[config.mk]
export PLATFORM = sky130hd
export DESIGN_NAME = rate_search
export DESIGN_NICKNAME = d
export VERILOG_FILES = /design/src/rtl/rs_pkg.sv /design/src/rtl/rs_divider.sv /design/src/rtl/rs_judge.sv /design/src/rtl/rate_search.sv
export SDC_FILE = /design/constraint.sdc
export NUM_CORES = 1
export LEC_CHECK = 0
export ABC_AREA = 1
export ABC_CLOCK_PERIOD_IN_PS = 4800
export BUFFER_PORTS_ARGS = -buffer_cell sky130_fd_sc_hd__buf_2
export CAP_MARGIN = 0
export CORE_MARGIN = 2
export CORE_UTILIZATION = 50
export DETAILED_ROUTE_END_ITERATION = 10
export HOLD_SLACK_MARGIN = 0.05
export PLACE_DENSITY_LB_ADDON = 0.05
export SETUP_SLACK_MARGIN = 0.3
export SLEW_MARGIN = 20
export SYNTH_ARGS = -nofsm -noshare
export SYNTH_HDL_FRONTEND = slang
export SYNTH_HIERARCHICAL = 1
export SYNTH_SLANG_ARGS = --single-unit
[constraint.sdc]
create_clock -name clk -period 4.8 [get_ports clk]
set_input_delay 0.96 -clock clk [delete_from_list [all_inputs] [get_ports clk]]
set_output_delay 0.96 -clock clk [all_outputs]
set_load 0.01 [all_outputs]
[src/rtl/rs_pkg.sv]
package rs_pkg;
  localparam int unsigned NCAND = 4;
  localparam int unsigned IW    = 2;
  localparam int unsigned RW    = 10;

  typedef enum logic [3:0] {
    ST_IDLE, ST_K1, ST_W1, ST_K2, ST_W2, ST_K3, ST_W3, ST_EV, ST_FIN
  } rs_state_e;

  // Oversampling ratio visited at position i of the search order.
  function automatic logic [RW-1:0] ratio_of(input logic [IW-1:0] i);
    case (i)
      2'd0:    return RW'(256);
      2'd1:    return RW'(512);
      2'd2:    return RW'(384);
      default: return RW'(768);
    endcase
  endfunction
endpackage

[src/rtl/rs_divider.sv]
// Restoring divider: one quotient bit per cycle, NW cycles per division.
module rs_divider #(
  parameter int unsigned NW = 32,
  parameter int unsigned DW = 42
) (
  input  logic          clk,
  input  logic          rst_n,
  input  logic          go_i,
  input  logic [NW-1:0] num_i,
  input  logic [DW-1:0] den_i,
  output logic [NW-1:0] quo_o,
  output logic [DW-1:0] rem_o,
  output logic          done_o
);
  localparam int unsigned CW = $clog2(NW + 1);
  localparam int unsigned MW = NW + DW;

  logic [DW-1:0] rem_q, den_q;
  logic [NW-1:0] quo_q, num_q;
  logic [CW-1:0] cnt_q;
  logic          done_q;
  logic [DW:0]   shifted, trial;
  logic          fits;

  assign shifted = {rem_q, quo_q[NW-1]};
  assign trial   = shifted - {1'b0, den_q};
  assign fits    = ~trial[DW];

  always_ff @(posedge clk or negedge rst_n) begin
    if (!rst_n) begin
      rem_q  <= '0;
      den_q  <= '0;
      quo_q  <= '0;
      num_q  <= '0;
      cnt_q  <= '0;
      done_q <= 1'b0;
    end else if (go_i) begin
      rem_q  <= '0;
      quo_q  <= num_i;
      num_q  <= num_i;
      den_q  <= den_i;
      cnt_q  <= CW'(NW);
      done_q <= 1'b0;
    end else if (cnt_q != '0) begin
      rem_q  <= fits ? trial[DW-1:0] : shifted[DW-1:0];
      quo_q  <= {quo_q[NW-2:0], fits};
      cnt_q  <= cnt_q - 1'b1;
      done_q <= (cnt_q == CW'(1));
    end else begin
      done_q <= 1'b0;
    end
  end

  assign quo_o  = quo_q;
  assign rem_o  = rem_q;
  assign done_o = done_q;

  // every finished division satisfies quotient*divisor + remainder = dividend
  a_r4_div_identity: assert property (@(posedge clk) disable iff (!rst_n)
    done_q |-> (MW'(quo_q) * MW'(den_q) + MW'(rem_q) == MW'(num_q)) && (rem_q < den_q));

  // a new division is never launched while one is running
  a_r10_no_overlap: assert property (@(posedge clk) disable iff (!rst_n)
    go_i |-> (cnt_q == '0));
endmodule

[src/rtl/rs_judge.sv]
// Combinational scoring of one candidate: rounding, skip test, deviation.
module rs_judge #(
  parameter int unsigned W  = 32,
  parameter int unsigned PW = 42
) (
  input  logic          chk_i,
  input  logic [W-1:0]  quo_i,
  input  logic [PW-1:0] rem_i,
  input  logic [W-1:0]  rate_i,
  input  logic [W-1:0]  ach_i,
  input  logic [W-1:0]  best_dev_i,
  output logic [W-1:0]  div_o,
  output logic          skip_o,
  output logic [W-1:0]  dev_o,
  output logic          better_o,
  output logic          exact_o
);
  function automatic logic past_half(input logic [W-1:0] m, input logic [W-1:0] t);
    return m > (t >> 1);
  endfunction

  function automatic logic [W-1:0] gap(input logic [W-1:0] a, input logic [W-1:0] b);
    return (a >= b) ? (a - b) : (b - a);
  endfunction

  always_comb begin
    div_o    = quo_i + W'(past_half(rem_i[W-1:0], rate_i));
    skip_o   = (div_o <= W'(1));
    dev_o    = gap(ach_i, rate_i);
    better_o = (dev_o < best_dev_i);
    exact_o  = (dev_o == '0);
  end

  // the remainder of the rate division is always below the rate
  always_comb begin
    if (chk_i) begin
      a_r2_rem_bounded: assert (rem_i < PW'(rate_i));
    end
  end
endmodule

[src/rtl/rate_search.sv]
module rate_search
  import rs_pkg::*;
#(
  parameter int unsigned W = 32
) (
  input  logic          clk,
  input  logic          rst_n,
  input  logic          start_i,
  input  logic [W-1:0]  clk_freq_i,
  input  logic [W-1:0]  rate_i,
  output logic          busy_o,
  output logic          done_o,
  output logic [RW-1:0] best_ratio_o,
  output logic [W-1:0]  best_div_o,
  output logic [W-1:0]  best_rate_o,
  output logic          nosol_o,
  output logic          err_o
);
  localparam int unsigned PW = W + RW;
  localparam logic [W-1:0] DEV_INIT = {1'b0, {(W-1){1'b1}}};
  localparam logic [IW-1:0] LAST_IDX = IW'(NCAND - 1);

  rs_state_e     st_q;
  logic [W-1:0]  clk_q, rate_q, fs_q, div_q, ach_q, best_dev_q;
  logic [IW-1:0] idx_q;
  logic          found_q, nosol_q, err_q;
  logic [RW-1:0] ratio_q;
  logic [W-1:0]  bdiv_q, brate_q;

  // internal events brought out for the assertions
  logic          dv_go, dv_done;
  logic [W-1:0]  dv_num, dv_quo;
  logic [PW-1:0] dv_den, dv_rem;
  logic [RW-1:0] cur_ratio;
  logic [W-1:0]  div_rnd, cand_dev;
  logic          cand_skip, cand_better, cand_exact, last_cand, rate_chk;

  assign cur_ratio = ratio_of(idx_q);
  assign last_cand = (idx_q == LAST_IDX);
  assign dv_go     = (st_q == ST_K1) || (st_q == ST_K2) || (st_q == ST_K3);
  assign rate_chk  = dv_done && (st_q == ST_W2);

  always_comb begin
    dv_num = clk_q;
    dv_den = PW'(cur_ratio);
    case (st_q)
      ST_K2:   begin dv_num = fs_q; dv_den = PW'(rate_q); end
      ST_K3:   dv_den = PW'(cur_ratio) * PW'(div_q);
      default: ;
    endcase
  end

  rs_divider #(.NW(W), .DW(PW)) u_div (
    .clk   (clk),
    .rst_n (rst_n),
    .go_i  (dv_go),
    .num_i (dv_num),
    .den_i (dv_den),
    .quo_o (dv_quo),
    .rem_o (dv_rem),
    .done_o(dv_done)
  );

  rs_judge #(.W(W), .PW(PW)) u_judge (
    .chk_i     (rate_chk),
    .quo_i     (dv_quo),
    .rem_i     (dv_rem),
    .rate_i    (rate_q),
    .ach_i     (ach_q),
    .best_dev_i(best_dev_q),
    .div_o     (div_rnd),
    .skip_o    (cand_skip),
    .dev_o     (cand_dev),
    .better_o  (cand_better),
    .exact_o   (cand_exact)
  );

  always_ff @(posedge clk or negedge rst_n) begin
    if (!rst_n) begin
      st_q       <= ST_IDLE;
      clk_q      <= '0;
      rate_q     <= '0;
      fs_q       <= '0;
      div_q      <= '0;
      ach_q      <= '0;
      best_dev_q <= DEV_INIT;
      idx_q      <= '0;
      found_q    <= 1'b0;
      nosol_q    <= 1'b0;
      err_q      <= 1'b0;
      ratio_q    <= '0;
      bdiv_q     <= '0;
      brate_q    <= '0;
    end else begin
      case (st_q)
        ST_IDLE: if (start_i) begin
          ratio_q    <= '0;
          bdiv_q     <= '0;
          brate_q    <= '0;
          nosol_q    <= 1'b0;
          found_q    <= 1'b0;
          best_dev_q <= DEV_INIT;
          idx_q      <= '0;
          if (rate_i == '0) begin
            err_q <= 1'b1;
            st_q  <= ST_FIN;
          end else begin
            err_q  <= 1'b0;
            clk_q  <= clk_freq_i;
            rate_q <= rate_i;
            st_q   <= ST_K1;
          end
        end
        ST_K1: st_q <= ST_W1;
        ST_W1: if (dv_done) begin
          fs_q <= dv_quo;
          st_q <= ST_K2;
        end
        ST_K2: st_q <= ST_W2;
        ST_W2: if (dv_done) begin
          if (!cand_skip) begin
            div_q <= div_rnd;
            st_q  <= ST_K3;
          end else if (last_cand) begin
            nosol_q <= ~found_q;
            st_q    <= ST_FIN;
          end else begin
            idx_q <= idx_q + 1'b1;
            st_q  <= ST_K1;
          end
        end
        ST_K3: st_q <= ST_W3;
        ST_W3: if (dv_done) begin
          ach_q <= dv_quo;
          st_q  <= ST_EV;
        end
        ST_EV: begin
          if (cand_better) begin
            best_dev_q <= cand_dev;
            ratio_q    <= cur_ratio;
            bdiv_q     <= div_q;
            brate_q    <= ach_q;
            found_q    <= 1'b1;
          end
          if (cand_exact || last_cand) begin
            nosol_q <= ~(found_q | cand_better);
            st_q    <= ST_FIN;
          end else begin
            idx_q <= idx_q + 1'b1;
            st_q  <= ST_K1;
          end
        end
        ST_FIN:  st_q <= ST_IDLE;
        default: st_q <= ST_IDLE;
      endcase
    end
  end

  assign busy_o       = (st_q != ST_IDLE);
  assign done_o       = (st_q == ST_FIN);
  assign best_ratio_o = ratio_q;
  assign best_div_o   = bdiv_q;
  assign best_rate_o  = brate_q;
  assign nosol_o      = nosol_q;
  assign err_o        = err_q;

  a_r10_done_pulse: assert property (@(posedge clk) disable iff (!rst_n)
    done_o |=> !done_o);

  a_r9_busy_at_done: assert property (@(posedge clk) disable iff (!rst_n)
    done_o |-> busy_o);

  a_r9_busy_holds: assert property (@(posedge clk) disable iff (!rst_n)
    (busy_o && !done_o) |=> busy_o);

  a_r8_zero_rate: assert property (@(posedge clk) disable iff (!rst_n)
    (!busy_o && start_i && rate_i == '0) |=> (done_o && err_o && best_ratio_o == '0));

  a_r7_nosol_zero: assert property (@(posedge clk) disable iff (!rst_n)
    (done_o && nosol_o) |-> (best_ratio_o == '0 && best_div_o == '0 && best_rate_o == '0));

  a_r3_div_above_one: assert property (@(posedge clk) disable iff (!rst_n)
    (done_o && !nosol_o && !err_o) |-> (best_div_o > W'(1)));

  a_r5_dev_monotone: assert property (@(posedge clk) disable iff (!rst_n)
    (st_q != ST_IDLE) |=> (best_dev_q <= $past(best_dev_q)));

  a_r11_hold_idle: assert property (@(posedge clk) disable iff (!rst_n)
    (!busy_o && !start_i) |=> ($stable(best_ratio_o) && $stable(best_div_o) &&
                               $stable(best_rate_o) && $stable(nosol_o) && $stable(err_o)));
endmodule

==> flow_summary.ini <==
[synth]
netlist_instances = 4810
avgSynthCellArea_um2 = 6.771
yosysWarnings = 6
netlist_area_mm2 = 0.03257

[sta]
worstMarginPinSlew_ns = 0.9535
finalMaxSlewViolations = 0
rsz0062_at_grt = true
skew_ns = 0.01672
period_needed_ns = 4.533
max_slew_margin_pct = 36.44
whs_ns = 0.3105
finalSetupTns_ns = 0
timing.final.crit_share_pct = 94.43
worst_slack_ns = 0.2672
hold_viol = 0
setup_viol = 0
fmax_mhz = 220.6

[global_route]
top_usage_layer = met2
grt.met1_usage_pct = 47.44
grt_pass1_vias = 28920
grt_remaining_overflow = 0
grt_use_total_pct = 32.43
grt.met2_usage_pct = 48.82
grt_use_met3_pct = 5.243
grt_pass1_wl_um = 167400
antenna_found_initial = 2
grt_max_degree = 96

[clock_network]
cts.clk_slew.worst_paths_ns = 0.06
tritoncts = built
insertion_delay_ns = 0.61
htree_num_levels = 2
clockBufferDepth = 3
cts_buffers = 47
cts_root_buf = clkbuf_16
cts.sinks = 391

[worst_setup_path]
worstPathArrival_ns = 5.02
crit_required_ns = 5.28
crit_slowest_cell = dfrtp_1
crit_fanout = 6
critical_path.top_delay_family = simple AND/OR/NAND/NOR gates
worstRegToRegCells = 27
reg2reg_from = u_div/rem_o[30]
max_stage_delay_ns = 0.44
critPathCaptureType = flop
crit_buf_inv = 7
cp-start-kind = flop
crit_type = flop to flop
worstReg2RegEnd = div_q[29]
r2r_slack_ns = 0.27

[placement]
hpwl_um = 89300
routabilityCongestion = 1.018
place_ws_ns = 0.08551
portBuffers = 137
postPlaceCellArea_mm2 = 0.03535

[routing]
wirelength_um = 114300
drt_first_iter_violations = 2806
drtAntennaViolNets = 0
viasPerCell = 5.250
drc = 0
drtPass1Iterations = 5
avgRoutedWirePerCell_um = 18.99
vias = 31610

[floorplanning]
core_mm2 = 0.06446
io_pins = 145
die_w_um = 259.2
start_util_pct = 50.52
row_count = 93
die_h_um = 259.2
die-area_mm2 = 0.06720

[status]
status = completed

[layout]
syn2layout_area_growth_pct = 22.11
final_layout_size_suffix_gt1_share_pct = 17.36
diodes = 0
final_nets = 5557
final_util_pct = 61.69
stdcell_area_mm2 = 0.03977

[power_and_ir_drop]
ir_drop_v = 0.0005907
power.leakage_nw = 21.99
power_density_mw_per_mm2 = 647.6

[min_path]
hold_path_class = primary input to async pin

[run]
maxCapViolations = 0
[worst max path at each step]
stage                               start               to  cells past startpoint
after floorplan                  idx_q[0]  u_div/den_q[41]                     24
after global placement         rate_q[16]        div_q[25]                     29
after detailed placement       rate_q[16]        div_q[24]                     29
after CTS                        idx_q[1]  u_div/den_q[38]                     23
after global routing      u_div/rem_o[30]         idx_q[0]                     31
final                     u_div/rem_o[30]        div_q[29]                     27
[routing by layer]
layer	vias up	wire, um
li1	15560	-
met4	2	3912
met5	-	13
met2	1041	49150
met1	14850	52810
met3	155	8444
[sequential cells by signal (all words and copies together), names as in the netlist]
register      cells
u_div/cnt_q       6
st_q              4
nosol_o           1
div_q            32
best_dev_q       32
found_q           1
clk_q            32
idx_q             2
u_div/den_q      42
best_ratio_o      3
u_div/quo_o      32
rate_q           32
u_div/rem_o      42
best_div_o       32
fs_q             32
err_o             1
u_div/done_o      1
ach_q            32
best_rate_o      32
[cell type report]
class | instances | area [um2]
sequential | 391 | 9826
timing repair buffer | 394 | 3067
tap | 855 | 1070
multi-input combinational | 3460 | 21080
clock inverter | 19 | 256.5
clock buffer | 63 | 1306
inverter | 839 | 3171
fill | 6141 | 24690
[per-stage QoR]
stage / total power, mW / instances
floorplan: 15.35 / 4816
global placement: 20.29 / 5878
detailed placement: 20.42 / 5878
CTS: 24.38 / 5966
global route: 27.92 / 6021
finish: 25.75 / 6021
[cell usage in the layout, fill, tap and decap left out, types with 33 or more instances in the layout]
| master | count |
|---|---|
| nand2_2 | 64 |
| nor2_2 | 35 |
| buf_4 | 219 |
| dfrtp_1 | 358 |
| o21ai_0 | 147 |
| nand3_1 | 185 |
| ha_1 | 223 |
| nor2_4 | 38 |
| clkbuf_16 | 56 |
| nor2_1 | 267 |
| ha_4 | 90 |
| xor2_1 | 69 |
| a21oi_1 | 119 |
| inv_2 | 34 |
| o21ai_1 | 45 |
| buf_2 | 136 |
| nand2_1 | 1749 |
| nand4_1 | 42 |
| fa_1 | 33 |
| inv_1 | 795 |
[where the power goes]
part	switching, mW	leakage [nW]	internal (mW)	total (mW)
sequential	1.18	5.12	4.41	5.59
clock	1.53	0.752	2.13	3.67
combinational	10.4	16.1	6.12	16.5
total	13.1	22.0	12.7	25.8
[repair_timing]
action                                  CTS  global route
gates resized for setup                  66           385
endpoints found under the setup margin  139           163
cloned                                    2            10
pin swaps                                 4            79
hold buffers                              0             0
setup buffers                             4            45
Power figures use the tool's default switching activity.
